`src/rtl/pwr_lamp_seq_pkg.sv`:
```
package pwr_lamp_seq_pkg;

  typedef enum logic [2:0] {
    SeqOff,
    SeqArmed,
    SeqPower,
    SeqIgnite,
    SeqLampOn,
    SeqFault,
    SeqDownLamp,
    SeqDownReset
  } seq_state_e;

  // Control to datapath strobes
  typedef struct packed {
    logic timerClear;
    logic blinkRun;
  } ctrl_strobe_t;

  // Datapath to control status
  typedef struct packed {
    logic holdDone;
    logic stepDone;
    logic igniteExpired;
    logic blinkPhase;
  } dp_status_t;

endpackage

```
`src/rtl/pwr_lamp_seq_dp.sv`:
```
module pwr_lamp_seq_dp
  import pwr_lamp_seq_pkg::*;
#(
  parameter int unsigned HOLD_CYCLES    = 750_000_000,
  parameter int unsigned STEP_CYCLES    = 250_000,
  parameter int unsigned IGNITE_TIMEOUT = 250_000_000,
  parameter int unsigned BLINK_HALF     = 62_500_000
) (
  input  logic         clk,
  input  logic         rstN,
  input  logic         keyPressed,
  input  ctrl_strobe_t strobe,
  output dp_status_t   status
);

  localparam int unsigned HoldW = $clog2(HOLD_CYCLES + 1);
  localparam int unsigned TimerMax = (STEP_CYCLES > IGNITE_TIMEOUT) ? STEP_CYCLES : IGNITE_TIMEOUT;
  localparam int unsigned TimerW = $clog2(TimerMax + 1);

  logic [HoldW-1:0]  holdCnt;
  logic [TimerW-1:0] timer;
  logic              blinkPhase;

  // Hold counter: cleared by any break, saturates so one press fires once
  always_ff @(posedge clk or negedge rstN) begin
    if (!rstN) begin
      holdCnt <= '0;
    end else if (!keyPressed) begin
      holdCnt <= '0;
    end else if (holdCnt != HoldW'(HOLD_CYCLES)) begin
      holdCnt <= holdCnt + 1'b1;
    end
  end

  // Shared interval timer, restarted on every state change
  always_ff @(posedge clk or negedge rstN) begin
    if (!rstN) begin
      timer <= '0;
    end else if (strobe.timerClear) begin
      timer <= '0;
    end else if (timer != TimerW'(TimerMax)) begin
      timer <= timer + 1'b1;
    end
  end

  // Blink generator; variant picked by the half period
  generate
    if (BLINK_HALF <= 1) begin : g_blink_fast
      always_ff @(posedge clk or negedge rstN) begin
        if (!rstN) begin
          blinkPhase <= 1'b1;
        end else if (!strobe.blinkRun || strobe.timerClear) begin
          blinkPhase <= 1'b1;
        end else begin
          blinkPhase <= ~blinkPhase;
        end
      end
    end else begin : g_blink_count
      localparam int unsigned BlinkW = $clog2(BLINK_HALF);
      logic [BlinkW-1:0] blinkCnt;
      always_ff @(posedge clk or negedge rstN) begin
        if (!rstN) begin
          blinkCnt   <= '0;
          blinkPhase <= 1'b1;
        end else if (!strobe.blinkRun || strobe.timerClear) begin
          blinkCnt   <= '0;
          blinkPhase <= 1'b1;
        end else if (blinkCnt == BlinkW'(BLINK_HALF - 1)) begin
          blinkCnt   <= '0;
          blinkPhase <= ~blinkPhase;
        end else begin
          blinkCnt <= blinkCnt + 1'b1;
        end
      end
    end
  endgenerate

  always_comb begin
    status.holdDone      = keyPressed && (holdCnt == HoldW'(HOLD_CYCLES - 1));
    status.stepDone      = (timer >= TimerW'(STEP_CYCLES - 1));
    status.igniteExpired = (timer >= TimerW'(IGNITE_TIMEOUT - 1));
    status.blinkPhase    = blinkPhase;
  end

  // a completed hold implies the key was already down on the edge before
  assert_hold_continuous_R1: assert property (@(posedge clk) disable iff (!rstN)
    (status.holdDone && HOLD_CYCLES > 1) |-> $past(keyPressed));

  // a released key leaves no partial count behind
  assert_break_clears_R2: assert property (@(posedge clk) disable iff (!rstN)
    !keyPressed |=> (holdCnt == '0));

endmodule

```
`src/rtl/pwr_lamp_seq_ctrl.sv`:
```
module pwr_lamp_seq_ctrl
  import pwr_lamp_seq_pkg::*;
(
  input  logic         clk,
  input  logic         rstN,
  input  logic         suppliesGood,
  input  logic         lampLit,
  input  logic         faultIn,
  input  dp_status_t   status,
  output ctrl_strobe_t strobe,
  output logic         powerOn,
  output logic         resetN,
  output logic         lampEnable,
  output logic         ledPower,
  output logic         ledAlert
);

  seq_state_e state, nextState;

  always_ff @(posedge clk or negedge rstN) begin
    if (!rstN) begin
      state <= SeqOff;
    end else begin
      state <= nextState;
    end
  end

  always_comb begin
    nextState = state;
    unique case (state)
      SeqOff: begin
        if (status.holdDone) nextState = suppliesGood ? SeqPower : SeqArmed;
      end
      SeqArmed: begin
        if (suppliesGood)         nextState = SeqPower;
        else if (status.holdDone) nextState = SeqOff;
      end
      SeqPower: begin
        if (status.stepDone && suppliesGood) nextState = SeqIgnite;
      end
      SeqIgnite: begin
        if (faultIn)                   nextState = SeqFault;
        else if (lampLit)              nextState = SeqLampOn;
        else if (status.igniteExpired) nextState = SeqFault;
        else if (status.holdDone)      nextState = SeqDownLamp;
      end
      SeqLampOn: begin
        if (faultIn || !lampLit)  nextState = SeqFault;
        else if (status.holdDone) nextState = SeqDownLamp;
      end
      SeqFault: begin
        if (status.holdDone) nextState = SeqDownLamp;
      end
      SeqDownLamp: begin
        if (status.stepDone) nextState = SeqDownReset;
      end
      SeqDownReset: begin
        if (status.stepDone) nextState = SeqOff;
      end
      default: nextState = SeqOff;
    endcase
  end

  always_comb begin
    strobe.timerClear = (nextState != state);
    strobe.blinkRun   = !(state inside {SeqOff, SeqArmed, SeqLampOn});

    powerOn    = !(state inside {SeqOff, SeqArmed});
    resetN     = state inside {SeqIgnite, SeqLampOn, SeqFault, SeqDownLamp};
    lampEnable = (state inside {SeqIgnite, SeqLampOn}) && !faultIn;

    if (state inside {SeqLampOn, SeqFault}) begin
      ledPower = 1'b1;
    end else if (powerOn) begin
      ledPower = status.blinkPhase;
    end else begin
      ledPower = 1'b0;
    end
    ledAlert = (state == SeqFault) && status.blinkPhase;
  end

  // power only comes up after supplies were reported good
  assert_power_needs_supplies_R3: assert property (@(posedge clk) disable iff (!rstN)
    $rose(powerOn) |-> $past(suppliesGood));

  // reset is held while the domain is unpowered
  assert_reset_needs_power_R4: assert property (@(posedge clk) disable iff (!rstN)
    !powerOn |-> !resetN);

  // ignition only with the domain powered and out of reset
  assert_lamp_needs_reset_R5: assert property (@(posedge clk) disable iff (!rstN)
    lampEnable |-> (resetN && powerOn));

  // abnormal status blocks ignition in the same cycle
  assert_fault_blocks_lamp_R6: assert property (@(posedge clk) disable iff (!rstN)
    faultIn |-> !lampEnable);

  // reset drops only after the lamp request was already gone
  assert_reset_after_lamp_R9: assert property (@(posedge clk) disable iff (!rstN)
    $fell(resetN) |-> $past(!lampEnable));

  // power drops only after reset was already asserted
  assert_power_after_reset_R9: assert property (@(posedge clk) disable iff (!rstN)
    $fell(powerOn) |-> $past(!resetN && !lampEnable));

endmodule

```
`src/rtl/pwr_lamp_seq.sv`:
```
module pwr_lamp_seq
  import pwr_lamp_seq_pkg::*;
#(
  parameter int unsigned HOLD_CYCLES    = 750_000_000,
  parameter int unsigned STEP_CYCLES    = 250_000,
  parameter int unsigned IGNITE_TIMEOUT = 250_000_000,
  parameter int unsigned BLINK_HALF     = 62_500_000
) (
  input  logic clk,
  input  logic rstN,
  input  logic keyPressed,
  input  logic suppliesGood,
  input  logic lampLit,
  input  logic faultIn,
  output logic powerOn,
  output logic resetN,
  output logic lampEnable,
  output logic ledPower,
  output logic ledAlert
);

  ctrl_strobe_t strobe;
  dp_status_t   status;

  pwr_lamp_seq_dp #(
    .HOLD_CYCLES   (HOLD_CYCLES),
    .STEP_CYCLES   (STEP_CYCLES),
    .IGNITE_TIMEOUT(IGNITE_TIMEOUT),
    .BLINK_HALF    (BLINK_HALF)
  ) u_dp (
    .clk       (clk),
    .rstN      (rstN),
    .keyPressed(keyPressed),
    .strobe    (strobe),
    .status    (status)
  );

  pwr_lamp_seq_ctrl u_ctrl (
    .clk         (clk),
    .rstN        (rstN),
    .suppliesGood(suppliesGood),
    .lampLit     (lampLit),
    .faultIn     (faultIn),
    .status      (status),
    .strobe      (strobe),
    .powerOn     (powerOn),
    .resetN      (resetN),
    .lampEnable  (lampEnable),
    .ledPower    (ledPower),
    .ledAlert    (ledAlert)
  );

endmodule

```
`config.mk`:
```
export PLATFORM = sky130hd
export DESIGN_NAME = pwr_lamp_seq
export DESIGN_NICKNAME = d
export VERILOG_FILES = /design/src/rtl/pwr_lamp_seq_pkg.sv /design/src/rtl/pwr_lamp_seq_dp.sv /design/src/rtl/pwr_lamp_seq_ctrl.sv /design/src/rtl/pwr_lamp_seq.sv
export SDC_FILE = /design/constraint.sdc
export NUM_CORES = 1
export LEC_CHECK = 0
export BUFFER_PORTS_ARGS = -buffer_cell sky130_fd_sc_hd__buf_2
export CAP_MARGIN = 20
export CELL_PAD_IN_SITES_DETAIL_PLACEMENT = 2
export CELL_PAD_IN_SITES_GLOBAL_PLACEMENT = 2
export CORE_ASPECT_RATIO = 1.5
export CORE_MARGIN = 2
export CORE_UTILIZATION = 35
export CTS_BUF_LIST = sky130_fd_sc_hd__clkbuf_8
export DETAILED_ROUTE_END_ITERATION = 12
export PLACE_DENSITY_LB_ADDON = 0.1
export SYNTH_ARGS = -nofsm -noshare
export SYNTH_HDL_FRONTEND = slang
export SYNTH_SLANG_ARGS = --single-unit
```
`constraint.sdc`:
```
create_clock -name clk -period 6.6 [get_ports clk]
set_clock_uncertainty 0.15 [all_clocks]
set_input_delay 0.66 -clock clk [delete_from_list [all_inputs] [get_ports clk]]
set_output_delay 0.66 -clock clk [all_outputs]
set_load 0.01 [all_outputs]
```
==> flow_metrics.py, run 1 <==
metrics = {
    "power": {
        "comb_power_share": 0.023,
        "total_power_mw": 1.00,
        "pwr_density_cell_nw_per_um2": 179,
        "clkPwrFrac": 0.435,
        "seq_power_share": 0.542,
        "p_int_mw": 0.763,
        "netSwitchingFraction": 0.237,
        "p_leak_nw": 2.33,
        "irDropWorstVdd_mv": 0.112,
        "p_sw_mw": 0.237,
    },
    "cells_and_area": {
        "final_area_sq_um": 5590,
        "drive_gt1_frac": 0.123,
        "layout_commonest_cell": "dfrtp_1",
        "final_cell_count_no_fill": 750,
        "utilization": 0.385,
        "fillers": 1600,
        "area_growth_syn_to_layout_pct": 8.13,
        "final_cell_mix": "dfrtp_1, nor2_1, xnor2_1",
        "fin_nets": 559,
    },
    "setup_path": {
        "cp-start-kind": "register",
        "worstPathMaxFanout": 28,
        "slowest_stage": "dfrtp_1",
        "crit_cells": 8,
        "r2r-start": "u_ctrl.state[0]",
        "r2r_slack_ns": 3.54,
        "reg2reg_to": "u_dp.timer[10]",
        "crit_chain": "nand2_1 > or3_1 > nor2_1 > nand2_1 > o211a_1 > a211o_1 > buf_4 > nor3_1",
        "critPathMostFrequentCell": "nand2_1",
        "critPathKind": "register to register",
        "path_buf_inv": 1,
        "r2r.worst_path.cells": 8,
        "crit_path_end_kind": "register",
        "cp_top_family": "simple AND/OR/NAND/NOR gates",
        "crit_arrival_ns": 3.17,
        "critPathMaxStageDelay_ns": 0.79,
        "cp_data_required_time_ns": 6.72,
    },
    "placement": {
        "pre_cts_ws_ns": 3.37,
        "placed_cells": 733,
        "port_buffers": 10,
        "routabilityCongestion": 0.725,
        "dpl_cell_area_sq_um": 5360,
        "dp_hpwl_microns": 9330,
    },
    "status": {
        "status": "completed",
    },
    "global_route": {
        "grt_max_degree": 61,
        "use_met3": 0.0316,
        "use_met2": 0.318,
        "grt_pass1_vias": 4534,
        "grt_overflow_total": 0,
        "grt_usage": 0.182,
        "use_met1": 0.228,
        "grt_busiest_layer": "met2",
        "antenna_found_initial": 1,
        "grt_pass1_wl_microns": 22600,
    },
    "cts": {
        "clock-sinks": 88,
        "cts_root_buf": "clkbuf_8",
        "cts-hold-fix-buffers": 0,
        "cts_max_level": 3,
        "worstSkewPairLatency_ns": 0.37,
        "clk_pin_slew_ns": 0.10,
        "ctsResizeCount": 0,
        "cts_tree": "yes",
        "cts_setup_buffers": 0,
        "cts_max_path_buffers": 2,
        "cts_made_buffers": 9,
    },
    "job": {
        "cap_viol_max_count": 0,
    },
    "timing": {
        "min_period_ns": 3.06,
        "final.setup.worst_slack_ns": 3.54,
        "period_share": 0.463,
        "setup_viol": 0,
        "tns_ns": 0,
        "maxSlewViolCount": 0,
        "fmax_mhz": 327,
        "rsz0062_at_grt": "false",
        "tightest_slew_ns": 1.01,
        "slew_headroom": 0.319,
        "hold_ws_ns": 0.0446,
        "finalHoldViolations": 0,
    },
    "route": {
        "routed_wirelength_microns": 13100,
        "via_count": 3956,
        "wl_per_cell_microns": 17.4,
        "drt_iter0_markers": 114,
        "via_per_inst": 5.27,
        "drt_first_pass_iters": 4,
        "drc_errors": 0,
        "ant_nets": 0,
    },
    "die": {
        "start_util": 0.356,
        "std_cell_rows": 54,
        "pin_count": 11,
        "die_h_microns": 153,
        "core_sq_um": 14500,
        "fp.dieW_microns": 103,
        "dieArea_sq_um": 15800,
    },
    "yosys": {
        "syn_area_per_cell_sq_um": 9.53,
        "netlist_instances": 543,
        "yosys.cell_types.count": 65,
        "seq_area_frac_synth": 0.426,
        "ys_ff_latch": 88,
        "synth_edf_count": 0,
        "ys_warn_count": 0,
        "ys.flop_type": "dfrtp_1",
        "syn_area_sq_um": 5170,
        "synthArstFlopShare": 1.00,
        "synthTopCellsByArea": "dfrtp_1, xnor2_1, xor2_1, nor3_2, nand3_1",
        "yosysTopAreaCellShare": 0.421,
        "synth_largest_area_cell": "dfrtp_1",
        "syn_nets": 554,
    },
    "worst_hold_path": {
        "hold_class": "input pin to asynchronous set/reset pin",
    },
}
-- cells in the mapped netlist (4+ instances only) --
| cell | number |
|---|---|
| dfrtp_1 | 87 |
| clkbuf_1 | 8 |
| nor3b_1 | 6 |
| inv_1 | 18 |
| buf_6 | 5 |
| nor2_1 | 51 |
| a211oi_1 | 4 |
| o21ai_0 | 8 |
| or3_1 | 5 |
| and2_1 | 27 |
| ha_1 | 5 |
| a21oi_1 | 6 |
| nand3_1 | 39 |
| xnor2_1 | 46 |
| xor2_1 | 33 |
| and3_1 | 10 |
| nand4_1 | 17 |
| nand2_1 | 42 |
| nor3_1 | 35 |
| nor4_1 | 10 |
| nor2b_1 | 4 |
| nor3_2 | 21 |
-- state kept, by name, summed over array words and instances (netlist names) --
| register | count |
|---|---|
| u_dp.holdCnt | 30 |
| u_dp.timer | 28 |
| u_dp.g_blink_count.blinkCnt | 26 |
| u_ctrl.state | 3 |
| u_dp.blinkPhase | 1 |
-- layer usage --
metal	vias to the layer above	part of all wire
met5	-	0
met4	0	0.011
met3	10	0.018
met2	19	0.53
met1	2036	0.44
li1	1891	-
-- power groups by stage --
stage | clock network [mW] | logic (mW) | registers [mW]
6_report | 0.435 | 0.0230 | 0.542
5_1_grt | 0.475 | 0.0274 | 0.543
4_1_cts | 0.454 | 0.0249 | 0.542
3_5_place_dp | 0 | 0.0247 | 0.553
3_3_place_gp | 0 | 0.0235 | 0.553
2_1_floorplan | 0 | 0.00681 | 0.553
-- worst max-delay path by stage --
stage,end,from,slack [ns]
6_report,u_dp.timer[10],u_ctrl.state[0],3.54
5_1_grt,u_dp.g_blink_count.blinkCnt[11],u_dp.timer[1],3.29
4_1_cts,u_dp.timer[10],u_ctrl.state[0],3.52
3_5_place_dp,u_dp.timer[12],keyPressed,3.37
3_3_place_gp,u_dp.timer[17],keyPressed,3.52
2_1_floorplan,u_dp.g_blink_count.blinkCnt[1],u_dp.holdCnt[15],4.14
-- worst reg2reg max path: cells and delay by family, from the launching register on --
family / cells / cell delay [ns]
buffers and inverters: 1 / 0.25
and+or+nand+nor: 5 / 1.26
DFF: 1 / 0.79
AOI/OAI and AO/OA: 2 / 0.50
-- final cells by class --
type                       instances  area (sq um)  area share
antenna                            1          2.50    0.000447
clock buffer                       9           124      0.0221
clock inverter                     7           105      0.0188
inverter                          18          67.6      0.0121
multi-input combinational        418          2770       0.495
sequential                        88          2200       0.394
tap                              196           245      0.0438
timing repair buffer              13          75.1      0.0134
-- cell families after synthesis --
kind of cell	share of synthesized area
AOI/OAI and AO/OA	0.0619
xor gates and xnor gates	0.134
adders and majority gates	0.0121
buffers and inverters	0.0402
DFF	0.426
muxes	0.00387
and+or+nand+nor	0.322
No activity file was read; power rests on OpenSTA's default activity.
==> run 2: changes to the inputs <==
==> constraint.sdc (replaced) <==
create_clock -name clk -period 2.8 [get_ports clk]
set_clock_uncertainty 0.15 [all_clocks]
set_input_delay 0.28 -clock clk [delete_from_list [all_inputs] [get_ports clk]]
set_output_delay 0.28 -clock clk [all_outputs]
set_load 0.01 [all_outputs]
==> flow_metrics.py, run 2 (synthesis gave the netlist of run 1 again) <==
metrics = {
    "timing": {
        "maxSlewViolCount": 0,
        "period_share": 0.960,
        "slew_headroom": 0.630,
        "finalHoldViolations": 0,
        "tightest_slew_ns": 0.556,
        "min_period_ns": 2.69,
        "setup_viol": 0,
        "fmax_mhz": 372,
        "hold_ws_ns": 0.225,
    },
    "die": {
        "dieArea_sq_um": 15800,
        "std_cell_rows": 54,
        "fp.dieW_microns": 103,
        "die_h_microns": 153,
        "start_util": 0.356,
        "core_sq_um": 14500,
        "pin_count": 11,
    },
    "cells_and_area": {
        "area_growth_syn_to_layout_pct": 17.1,
        "reg_top3": "u_dp.holdCnt x30, u_dp.timer x28, u_dp.g_blink_count.blinkCnt x26",
        "drive_gt1_frac": 0.197,
        "final_area_sq_um": 6050,
        "final_cell_mix": "dfrtp_1, nor2_1, xnor2_1",
        "fin_nets": 597,
        "layout_commonest_cell": "dfrtp_1",
        "largest_reg_flops": 30,
        "regMostFlops": "u_dp.holdCnt",
    },
    "power": {
        "p_leak_nw": 2.58,
        "seq_power_share": 0.557,
        "p_sw_mw": 0.543,
        "pwr_density_cell_nw_per_um2": 379,
        "netSwitchingFraction": 0.237,
        "irDropWorstVdd_mv": 0.270,
        "p_int_mw": 1.75,
        "clkPwrFrac": 0.416,
        "comb_power_share": 0.027,
    },
    "setup_path": {
        "critPathKind": "register to register",
        "reg2reg_to": "u_dp.g_blink_count.blinkCnt[18]",
        "cp_data_required_time_ns": 2.91,
        "r2r-start": "u_dp.holdCnt[17]",
        "crit_arrival_ns": 2.79,
        "worstPathMaxFanout": 7,
        "r2r.worst_path.cells": 9,
        "cp-start-kind": "register",
        "crit_path_end_kind": "register",
        "r2r_slack_ns": 0.11,
    },
    "route": {
        "via_per_inst": 5.31,
        "via_count": 4180,
        "wl_per_cell_microns": 18.5,
        "routed_wirelength_microns": 14600,
        "drt_iter0_markers": 119,
        "drt_first_pass_iters": 4,
        "ant_nets": 0,
        "drc_errors": 0,
    },
    "global_route": {
        "grt_usage": 0.195,
        "grt_pass1_vias": 4693,
        "grt_pass1_wl_microns": 24300,
        "grt_overflow_total": 0,
        "antenna_found_initial": 1,
        "grt_max_degree": 50,
    },
    "placement": {
        "dpl_cell_area_sq_um": 5580,
        "dp_hpwl_microns": 9690,
        "port_buffers": 10,
        "routabilityCongestion": 0.739,
    },
    "job": {
        "cap_viol_max_count": 0,
    },
    "worst_hold_path": {
        "min_to": "u_ctrl.state[1]",
        "hold_class": "input pin to register",
        "whs_path_depth": 3,
        "min-delay-start": "suppliesGood",
    },
    "cts": {
        "clk_pin_slew_ns": 0.09,
        "cts_tree": "yes",
        "worstSkewPairLatency_ns": 0.37,
        "clock-sinks": 88,
        "cts_max_level": 3,
        "cts_made_buffers": 9,
        "cts_root_buf": "clkbuf_8",
        "cts_max_path_buffers": 2,
    },
    "status": {
        "status": "completed",
    },
}
run 2: worst max-delay path: stages, from the launching register on:
cell	delay, ns
dfrtp_2	0.45
or4b_1	0.56
nor4_4	0.22
buf_4	0.17
nand3_2	0.15
a311oi_2	0.32
o21ai_4	0.11
buf_12	0.17
nand3_2	0.18
nor2_1	0.08
run 2: routing by layer:
metal / share of wire / up-vias / global-route usage
met5: 0 / - / 0
met4: 0.017 / 0 / 0.0551
met3: 0.015 / 15 / 0.0325
met2: 0.54 / 24 / 0.346
met1: 0.43 / 2156 / 0.239
li1: - / 1985 / -
run 2: cell type report:
class,count,area (sq um)
diodes,1,2.50
multi-input cells,422,2910
fillers,1570,8470
inverters,18,67.6
well taps,196,245
clock buffers,11,151
flip-flops and latches,88,2210
repair buffers,47,418
clock inverters,4,53.8
run 2: power by group through the flow:
stage                     clock network (mW)  logic [mW]  registers, mW
after global placement                     0      0.0621           1.30
final                                  0.953      0.0623           1.28
after detailed placement                   0      0.0640           1.30
after CTS                               1.00      0.0659           1.28
after global routing                    1.05      0.0728           1.28
after floorplan                            0      0.0160           1.30
run 2: what timing repair did:
item                                    in CTS  in global routing
hold endpoints to repair                    39                  0
cloned                                       1                  5
pin swaps                                    3                  5
resized for setup                            3                 16
endpoints found under the setup margin      52                 54
buffers inserted                             0                  5
hold buffers                                 1                  0
run 2: worst max-delay path by stage:
stage / from / end / slack, ns / cells past startpoint
floorplan: u_dp.holdCnt[15] / u_dp.g_blink_count.blinkCnt[1] / 0.34 / 8
global placement: u_dp.holdCnt[14] / u_dp.timer[15] / 0.04 / 7
detailed placement: u_dp.timer[0] / u_dp.g_blink_count.blinkCnt[5] / -0.06 / 8
CTS: u_dp.timer[0] / u_dp.timer[8] / 0.02 / 9
global route: u_dp.timer[24] / u_dp.timer[26] / -0.02 / 8
finish: u_dp.holdCnt[17] / u_dp.g_blink_count.blinkCnt[18] / 0.11 / 9
run 2: metrics by stage:
stage	instances	total power [mW]	utilization	setup TNS (ns)	setup slack, ns
2_1_floorplan	543	1.32	-	0	0.339
3_3_place_gp	759	1.36	0.384	0	0.0445
3_5_place_dp	759	1.37	0.384	-0.843	-0.0584
4_1_cts	776	2.34	0.401	0	0.0212
5_1_grt	787	2.40	0.417	-0.0525	-0.0192
6_report	787	2.29	0.417	0	0.112
